`config.mk`:
```
export PLATFORM = sky130hd
export DESIGN_NAME = burst_sram
export DESIGN_NICKNAME = d
export VERILOG_FILES = /design/src/rtl/bsram_pkg.sv /design/src/rtl/bsram_wdec.sv /design/src/rtl/bsram_ctrl.sv /design/src/rtl/bsram_array.sv /design/src/rtl/burst_sram.sv
export SDC_FILE = /design/constraint.sdc
export NUM_CORES = 2
export LEC_CHECK = 0
export BUFFER_PORTS_ARGS = -buffer_cell sky130_fd_sc_hd__buf_2
export CAP_MARGIN = 20
export CORE_MARGIN = 10
export CORE_UTILIZATION = 40
export DETAILED_ROUTE_END_ITERATION = 10
export GPL_ROUTABILITY_DRIVEN = 0
export PLACE_DENSITY = 0.53
export SLEW_MARGIN = 5
export SYNTH_ARGS = -nofsm -noshare
export SYNTH_HDL_FRONTEND = slang
export SYNTH_SLANG_ARGS = --single-unit
```
`constraint.sdc`:
```
create_clock -name clk -period 3.3 [get_ports clk]
set_input_delay 0.495 -clock clk [delete_from_list [all_inputs] [get_ports clk]]
set_output_delay 0.495 -clock clk [all_outputs]
set_load 0.1 [all_outputs]
```
`src/rtl/bsram_pkg.sv`:
```
package bsram_pkg;
    typedef enum logic [1:0] {
        ST_DESEL = 2'd0,
        ST_READ  = 2'd1,
        ST_WRITE = 2'd2
    } acc_state_e;

    localparam int BURST_W = 2;
endpackage

```
`src/rtl/bsram_wdec.sv`:
```
module bsram_wdec #(
    parameter int LANES = 4
) (
    input  logic             wr_all_n,
    input  logic             wr_byte_n,
    input  logic [LANES-1:0] lane_we_n,
    output logic [LANES-1:0] lane_en,
    output logic             wr_any
);
    for (genvar g = 0; g < LANES; g++) begin : g_lane
        assign lane_en[g] = !wr_all_n || (!wr_byte_n && !lane_we_n[g]);
    end

    assign wr_any = |lane_en;
endmodule

```
`src/rtl/bsram_ctrl.sv`:
```
module bsram_ctrl
    import bsram_pkg::*;
#(
    parameter int AW = 6
) (
    input  logic          clk,
    input  logic          rst_n,
    input  logic [AW-1:0] addr,
    input  logic          strb_cpu_n,
    input  logic          strb_ctl_n,
    input  logic          step_n,
    input  logic          sel_n,
    input  logic          sel_hi,
    input  logic          sel_lo_n,
    input  logic          wr_any,
    output logic [AW-1:0] acc_addr,
    output logic          acc_wr,
    output logic          acc_rd
);
    localparam int HW = AW - BURST_W;

    acc_state_e         state_q, state_d;
    logic [HW-1:0]      hi_q, hi_d;
    logic [BURST_W-1:0] cnt_q, cnt_d, step_cnt;
    logic               cpu_ld, ctl_ld, new_ld, bad_sel;

    // state register
    always_ff @(posedge clk or negedge rst_n) begin
        if (!rst_n) begin
            state_q <= ST_DESEL;
            hi_q    <= '0;
            cnt_q   <= '0;
        end else begin
            state_q <= state_d;
            hi_q    <= hi_d;
            cnt_q   <= cnt_d;
        end
    end

    // next state and access outputs
    always_comb begin
        cpu_ld   = !strb_cpu_n && !sel_n;
        ctl_ld   = !cpu_ld && !strb_ctl_n;
        new_ld   = cpu_ld || ctl_ld;
        bad_sel  = sel_n || !sel_hi || sel_lo_n;
        step_cnt = step_n ? cnt_q : cnt_q + BURST_W'(1);
        state_d  = state_q;
        hi_d     = hi_q;
        cnt_d    = cnt_q;
        acc_addr = '0;
        acc_wr   = 1'b0;
        acc_rd   = 1'b0;
        if (new_ld) begin
            if (bad_sel) begin
                state_d = ST_DESEL;
            end else begin
                acc_addr = addr;
                acc_wr   = ctl_ld && wr_any;
                acc_rd   = !acc_wr;
                hi_d     = addr[AW-1:BURST_W];
                cnt_d    = addr[BURST_W-1:0];
                state_d  = acc_wr ? ST_WRITE : ST_READ;
            end
        end else begin
            unique case (state_q)
                ST_DESEL: begin
                    state_d = ST_DESEL;
                end
                ST_READ, ST_WRITE: begin
                    cnt_d    = step_cnt;
                    acc_addr = {hi_q, step_cnt};
                    acc_wr   = !step_n && wr_any;
                    acc_rd   = !acc_wr;
                    state_d  = acc_wr ? ST_WRITE : ST_READ;
                end
                default: begin
                    state_d = ST_DESEL;
                end
            endcase
        end
    end
endmodule

```
`src/rtl/bsram_array.sv`:
```
module bsram_array #(
    parameter int AW     = 6,
    parameter int LANES  = 4,
    parameter int LANE_W = 9
) (
    input  logic                    clk,
    input  logic                    rst_n,
    input  logic [AW-1:0]           acc_addr,
    input  logic                    acc_wr,
    input  logic                    acc_rd,
    input  logic [LANES-1:0]        lane_en,
    input  logic [LANES*LANE_W-1:0] wdata,
    output logic [LANES*LANE_W-1:0] q,
    output logic                    q_valid
);
    localparam int DEPTH = 1 << AW;

    for (genvar g = 0; g < LANES; g++) begin : g_lane
        logic [LANE_W-1:0] mem [DEPTH];
        logic [LANE_W-1:0] q_l;

        always_ff @(posedge clk) begin
            if (acc_wr && lane_en[g]) begin
                mem[acc_addr] <= wdata[g*LANE_W +: LANE_W];
            end
        end

        always_ff @(posedge clk or negedge rst_n) begin
            if (!rst_n) begin
                q_l <= '0;
            end else if (acc_rd) begin
                q_l <= mem[acc_addr];
            end
        end

        assign q[g*LANE_W +: LANE_W] = q_l;
    end

    always_ff @(posedge clk or negedge rst_n) begin
        if (!rst_n) begin
            q_valid <= 1'b0;
        end else begin
            q_valid <= acc_rd;
        end
    end
endmodule

```
`src/rtl/burst_sram.sv`:
```
module burst_sram #(
    parameter int AW     = 6,
    parameter int LANES  = 4,
    parameter int LANE_W = 9
) (
    input  logic                    clk,
    input  logic                    rst_n,
    input  logic [AW-1:0]           addr,
    input  logic                    strb_cpu_n,
    input  logic                    strb_ctl_n,
    input  logic                    step_n,
    input  logic                    sel_n,
    input  logic                    sel_hi,
    input  logic                    sel_lo_n,
    input  logic                    wr_all_n,
    input  logic                    wr_byte_n,
    input  logic [LANES-1:0]        lane_we_n,
    input  logic [LANES*LANE_W-1:0] wdata,
    input  logic                    out_en_n,
    output logic [LANES*LANE_W-1:0] dq_out,
    output logic                    dq_drv
);
    logic [LANES-1:0]        lane_en;
    logic                    wr_any;
    logic [AW-1:0]           acc_addr;
    logic                    acc_wr, acc_rd, q_valid;
    logic [LANES*LANE_W-1:0] q;

    bsram_wdec #(.LANES(LANES)) wdec_i (
        .wr_all_n (wr_all_n),
        .wr_byte_n(wr_byte_n),
        .lane_we_n(lane_we_n),
        .lane_en  (lane_en),
        .wr_any   (wr_any)
    );

    bsram_ctrl #(.AW(AW)) ctrl_i (
        .clk       (clk),
        .rst_n     (rst_n),
        .addr      (addr),
        .strb_cpu_n(strb_cpu_n),
        .strb_ctl_n(strb_ctl_n),
        .step_n    (step_n),
        .sel_n     (sel_n),
        .sel_hi    (sel_hi),
        .sel_lo_n  (sel_lo_n),
        .wr_any    (wr_any),
        .acc_addr  (acc_addr),
        .acc_wr    (acc_wr),
        .acc_rd    (acc_rd)
    );

    bsram_array #(.AW(AW), .LANES(LANES), .LANE_W(LANE_W)) array_i (
        .clk     (clk),
        .rst_n   (rst_n),
        .acc_addr(acc_addr),
        .acc_wr  (acc_wr),
        .acc_rd  (acc_rd),
        .lane_en (lane_en),
        .wdata   (wdata),
        .q       (q),
        .q_valid (q_valid)
    );

    assign dq_drv = q_valid && !out_en_n;
    assign dq_out = dq_drv ? q : '0;
endmodule

```
Word-level counts from Yosys, hierarchy flattened
Memories as Yosys holds them, arrays and structs flattened. A register that Yosys moved wholly into a read port is not among the register bits.
Cells that the tools add are included.
- add/subtract/negate cells: 1
- equality and inequality tests: 3
- multiplexer cells: 27
- bitwise logic cells: 1
- reductions and logical operators: 44
- operators by type and width (kind ; count):
    $mux W36 ; 1
    $logic_not A1 Y1 ; 19
    $mux W2 ; 9
    $mux W6 ; 3
    $mux W1 ; 14
    $logic_and A1 B1 Y1 ; 13
    $logic_or A1 B1 Y1 ; 7
    $reduce_and A2 Y1 ; 2
    $reduce_or A4 Y1 ; 1
    $add A2 B1 Y2 const B ; 1
    $eq A2 B1 Y1 const B ; 1
    $eq A2 B2 Y1 const B ; 1
    $ne A2 B2 Y1 const B ; 1
    $reduce_bool A2 Y1 ; 1
    $reduce_or A2 Y1 ; 1
    $not A1 Y1 ; 1
- flip-flop bits (word level): 9
- bits in writable memories: 2304
- input port bits: 57
- output and inout port bits: 37
- word-level logic and storage cells: 84
- memories: 4
- memories (memory ; depth ; width ; rd ports ; clocked after Yosys merged registers in ; wr ports ; line ; text):
    array_i.g_lane[0].mem ; 64 ; 9 ; 1 ; 1 ; 1 ; bsram_array.sv:19 ; logic [LANE_W-1:0] mem [DEPTH];
    array_i.g_lane[1].mem ; 64 ; 9 ; 1 ; 1 ; 1 ; bsram_array.sv:19 ;
    array_i.g_lane[2].mem ; 64 ; 9 ; 1 ; 1 ; 1 ; bsram_array.sv:19 ;
    array_i.g_lane[3].mem ; 64 ; 9 ; 1 ; 1 ; 1 ; bsram_array.sv:19 ;

Logic depth before layout (Yosys ltp)
- depth after elaboration: 10
- mapped depth: 12
- mapped depth without buffers: 8

By module
Synthesis repeated with hierarchy kept, for this count alone.
- cell total of the unflattened synthesis: 5112
- area total of the unflattened synthesis: 91719.2 µm²
- by module, submodules not included (module ; instances ; cells an instance ; area an instance (µm²)):
    bsram_array ; 1 ; 5019 ; 90817.1
    bsram_ctrl ; 1 ; 44 ; 489.2
    burst_sram ; 1 ; 43 ; 379.1
    bsram_wdec ; 1 ; 6 ; 33.8

Least setup slack after synthesis
Ideal clock, no wire load.
- path type: input-to-reg
- start point: in sel_hi
- end point: mem array_i.g_lane[0].mem[24][0], enable pin
- library setup time: 0.387 ns
- data arrival time: 2.938 ns
- setup slack: -0.024 ns
- stages on the path: 11
- buffers on the path: 6
- path through: a21boi_2 -> and3_1 -> buf_4 -> nor2_8 -> buf_4 -> buf_2 -> buf_4 -> buf_2 -> nand2_1 -> clkbuf_1 -> nor3_1
- longest elaborated chain between the ends: 8
- elaborated cells between the ends (all ways): 10
- those cells by class: mux (6); reduce/logical (4)
- RTL lines (item ; line ; text):
    start: declaration ; burst_sram.sv:13 ; input logic sel_hi,
    $logic_not A1 Y1 (*) ; bsram_ctrl.sv:45 ; bad_sel = sel_n || !sel_hi || sel_lo_n;
    $logic_or A1 B1 Y1 (*) (2 in a row) ; bsram_ctrl.sv:45 ;
    $mux W1 ; bsram_ctrl.sv:54 ; if (bad_sel) begin
    $mux W1 ; bsram_ctrl.sv:53 ; if (new_ld) begin
    $logic_and A1 B1 Y1 ; bsram_array.sv:23 ; if (acc_wr && lane_en[g]) begin
    $mux W1 ; bsram_array.sv:23 ;
    $mux W1 (not written as such) ; bsram_array.sv:24 ; mem[acc_addr] <= wdata[g*LANE_W +: LANE_W];
    end: declaration ; bsram_array.sv:19 ;
Mark *: on every way between the ends. The rest lies on a longest branch, timed or not.

Final worst setup path
- start point: reg ctrl_i.state_q[0]
- end point: reg array_i.g_lane[2].q_l[2] (read register of array_i.g_lane[2].mem)
- longest elaborated chain between the ends: 4
- elaborated cells between the ends (all ways): 7
- those cells by class: eq/ne (2); mux (4); reduce/logical (1)
- RTL lines (item ; line ; text):
    start: declaration ; bsram_ctrl.sv:22 ; acc_state_e state_q, state_d;
    start signal: assignment ; bsram_ctrl.sv:34 ; state_q <= state_d;
    $eq A2 B1 Y1 / $eq A2 B2 Y1 (equally long branches) ; bsram_ctrl.sv:65 ; unique case (state_q)
    $reduce_or A2 Y1 (*) ; bsram_ctrl.sv:65 ;
    $mux W6 / $mux W1 (equally long branches) ; bsram_ctrl.sv:65 ;
    $mux W6 / $mux W1 (equally long branches) ; bsram_ctrl.sv:53 ;
    end: declaration ; bsram_array.sv:20 ; logic [LANE_W-1:0] q_l;
Marked as above.
A chain may end at the register's enable or synchronous reset.

==> key figures <==
Pwr
  – Power Density: ~570 mW/mm²
  – P_leak: 42.6 nW
  – Peak supply drop: 0.506 mV
  – Pwr Total: between 60 and 70 mW

Timing
  – Hold_ws: 0.0713 ns
  – Final Hold Viols: 0
  – Worst slew margin: 0.266
  – Min Tclk post-route: roughly 3.3 ns
  – Fin crit share: 0.990
  – Max Slew Vio Count: 0
  – Clock skew: 0.0350 ns
  – Fmax: 306 MHz
  – Unrepaired setup endpoints after global routing: true
  – Slew @ Worst Pin: approximately 1.1 ns
  – Final worst setup slack: ~0.032 ns
  – Final setup vio count: 0

Placed design
  – Port Buffers: 93
  – Post-DP HPWL: approximately 170000 µm
  – Placed insts: slightly above 9000
  – Place WS: -0.526 ns

Critical path
  – Critical Path RT: 4.07 ns
  – Slowest stage cell on the critical path: dfrtp_1
  – CP max FO: 30
  – Critical path type: reg2reg
  – Critical path endpoint category: register
  – Arrival time worst endpoint: 4.03 ns
  – CP top delay family: buffers and inverters
  – Startpoint types: register
  – Crit path cell chain: xor2_2 -> and3_2 -> nor2_8 -> buf_12 -> buf_12 -> buf_12 -> buf_16 -> buf_4 -> mux2i_1 -> o22a_1 -> a21o_1 -> nand4_1 -> o32a_1
  – CP most frequent cell: buf_12
  – CP peak stage delay: 0.41 ns
  – Worst path bufs/invs: 5

Clocking
  – Clock edge transition at the registers on the reported setup and hold paths: roughly 0.060 ns
  – Clock buffer depth: 3
  – Root Buffer Master: clkbuf_16
  – Worst-Skew Late Latency: 0.89 ns
  – H-tree levels: 4
  – CTS tree: done
  – CTS Sinks: around 2300
  – Total CTS buffers: about 240

Job
  – Max_cap viols: 0

Detailed routing
  – Number of DRC markers in iteration 0: between 5000 and 6000
  – Routed vias/inst: ~5.6
  – Routed Antenna Nets: 0
  – DRC Markers: 0
  – DR WL/cell: ~28 µm
  – Via count: 53500
  – Final wirelength: roughly 270000 µm
  – Drt first pass iters: 6

Floorplanning
  – Starting Density: 0.402
  – Die ar.: between 0.2 and 0.25 mm²
  – DIE HEIGHT: 498 µm
  – Core area: 0.227 mm²
  – Chip width: around 500 µm
  – Row count: about 180
  – # IOs: 94

Final layout
  – Nets: 6454
  – Area grow syn2layout: 21.7%
  – Fraction of layout cells with a size suffix above 1: 0.223
  – Commonest cells after routing, fill and taps aside: 2304 x edfxtp_1, 929 x mux2i_1, 834 x buf_4
  – Post-route core utilization: 0.489
  – Final cell count without fillers: about 9600
  – Most common cell after layout, fill and taps aside: edfxtp_1

Global routing
  – First-pass GRT wire length: between 300000 and 400000 µm
  – Vias in the first global route: about 53000
  – Pin count of the biggest net entering global routing: 65
  – Initial antenna violation count: 23
  – Global route total overflow: 0
  – GRT Overall Usage: 0.210

Logic synthesis
  – Syn Std Cell Area: approximately 0.091 mm²
  – Share of the synthesized area in the top cell type: 0.757
  – Synthesized Nets: ~5500
  – Largest cells by area after synthesis: edfxtp_1 76%, mux2i_1 10%, o22ai_1 3.1%, o21ai_0 1.4%, dfrtp_1 1.2%
  – Count of different cell masters after synthesis: a little under 70
  – Number of flops mapped to enable cells by yosys: around 2300
  – Synth area leader: edfxtp_1
  – Share of async-settable or async-resettable flops after synthesis: 0.0187
  – Post-Syn Instances: between 5000 and 6000
  – Number of synthesis warnings: 0
  – FF+latch count, synth: 2348
  – Top FF cell, synth: edfxtp_1
  – Avg Cell Area, Syn: ~17 µm²
  – Seq/Total Area, Yosys: 0.769

Hold path
  – Worst min path class: in2reg

Status
  – Outcome: finished, final reports clean
[layer usage]
metal	vias up	routed length [µm]	GRT usage
met2	1797	127000	0.339
met5	-	61	0
met4	8	6420	0.0524
met3	371	17300	0.0316
li1	23600	-	-
met1	27700	119000	0.298
[power by group]
group | internal (mW) | leakage (nW) | switching, mW
clock | 15.1 | 3.72 | 11.3
combinational | 1.44 | 17.7 | 2.49
sequential | 32.9 | 21.2 | 0.208
total | 49.4 | 42.6 | 14.0
[final timing paths]
path	endpoint	start	depth (start not counted)	slack, ns
setup / recovery	array_i.g_lane[2].q_l[2]	ctrl_i.state_q[0]	13	0.03
hold / removal	array_i.g_lane[1].mem[10][3]	wdata[12]	1	0.07
setup reg to reg	array_i.g_lane[2].q_l[2]	ctrl_i.state_q[0]	13	0.03
hold reg to reg	array_i.g_lane[1].q_l[1]	array_i.g_lane[1].q_l[1]	1	0.51
max in group asynchronous	array_i.g_lane[2].q_l[3]	rst_n	2	2.22
min in group asynchronous	array_i.g_lane[3].q_l[4]	rst_n	2	0.35
[per-stage QoR]
stage          setup TNS, ns  instance area, µm²
2_1_floorplan          -4.13               91400
3_3_place_gp          -26.83              103000
4_1_cts                    0              111000
6_report                   0              111000
5_1_grt              -0.0334              111000
3_5_place_dp          -22.94              103000
[final cells by class]
class / instances / area (µm²)
fill: 19100 / 116000
sequential: 2348 / 70300
multi-input combinational: 2732 / 19800
timing repair buffer: 1077 / 9730
clock buffer: 322 / 6430
tap: 3009 / 3760
clock inverter: 126 / 1180
antenna: 9 / 22.5
inverter: 2 / 8.76
[sequential cells by signal, indices dropped and copies added (netlist names)]
name	cells
ctrl_i.cnt_q	2
ctrl_i.hi_q	4
ctrl_i.state_q	2
array_i.g_lane.mem	2304
array_i.g_lane.q_l	36
[synthesized netlist by cell type, types with 12 or more instances]
master,number
edfxtp_1,2304
mux2i_1,930
o22ai_1,459
nor2_1,254
o21ai_0,250
nand2_1,249
buf_2,162
clkbuf_1,150
a21oi_1,109
nor3_1,51
nand3_1,45
dfrtp_1,44
and2_1,42
and4_1,37
a222oi_1,30
a22o_1,30
a31oi_1,29
buf_1,21
nor4_1,19
and3_1,17
buf_4,14
o211ai_1,13
mux2_2,12
nand4_1,12
o32a_1,12
[repair_timing]
item	in CTS	in global routing
pin swaps	2	3
gates resized for setup	14	33
gates cloned	0	3
hold buffers	5	0
endpoints found under the setup margin	13	22
hold endpoints to repair	51	0
buffers inserted	2	4
[kinds of logic (layout without fill, tap and decap cells)]
family / count (synthesis) / in the layout / share of synthesized area
flip-flops: 2348 / 2348 / 0.769
AO/OA/AOI/OAI: 1034 / 1034 / 0.0714
multiplexers: 947 / 947 / 0.104
AND/OR/NAND/NOR: 747 / 747 / 0.0375
buffers and inverters: 353 / 1527 / 0.0176
XOR/XNOR: 4 / 4 / 0.000548
other: 0 / 9 / 0
(Power assumes the default switching activity.)
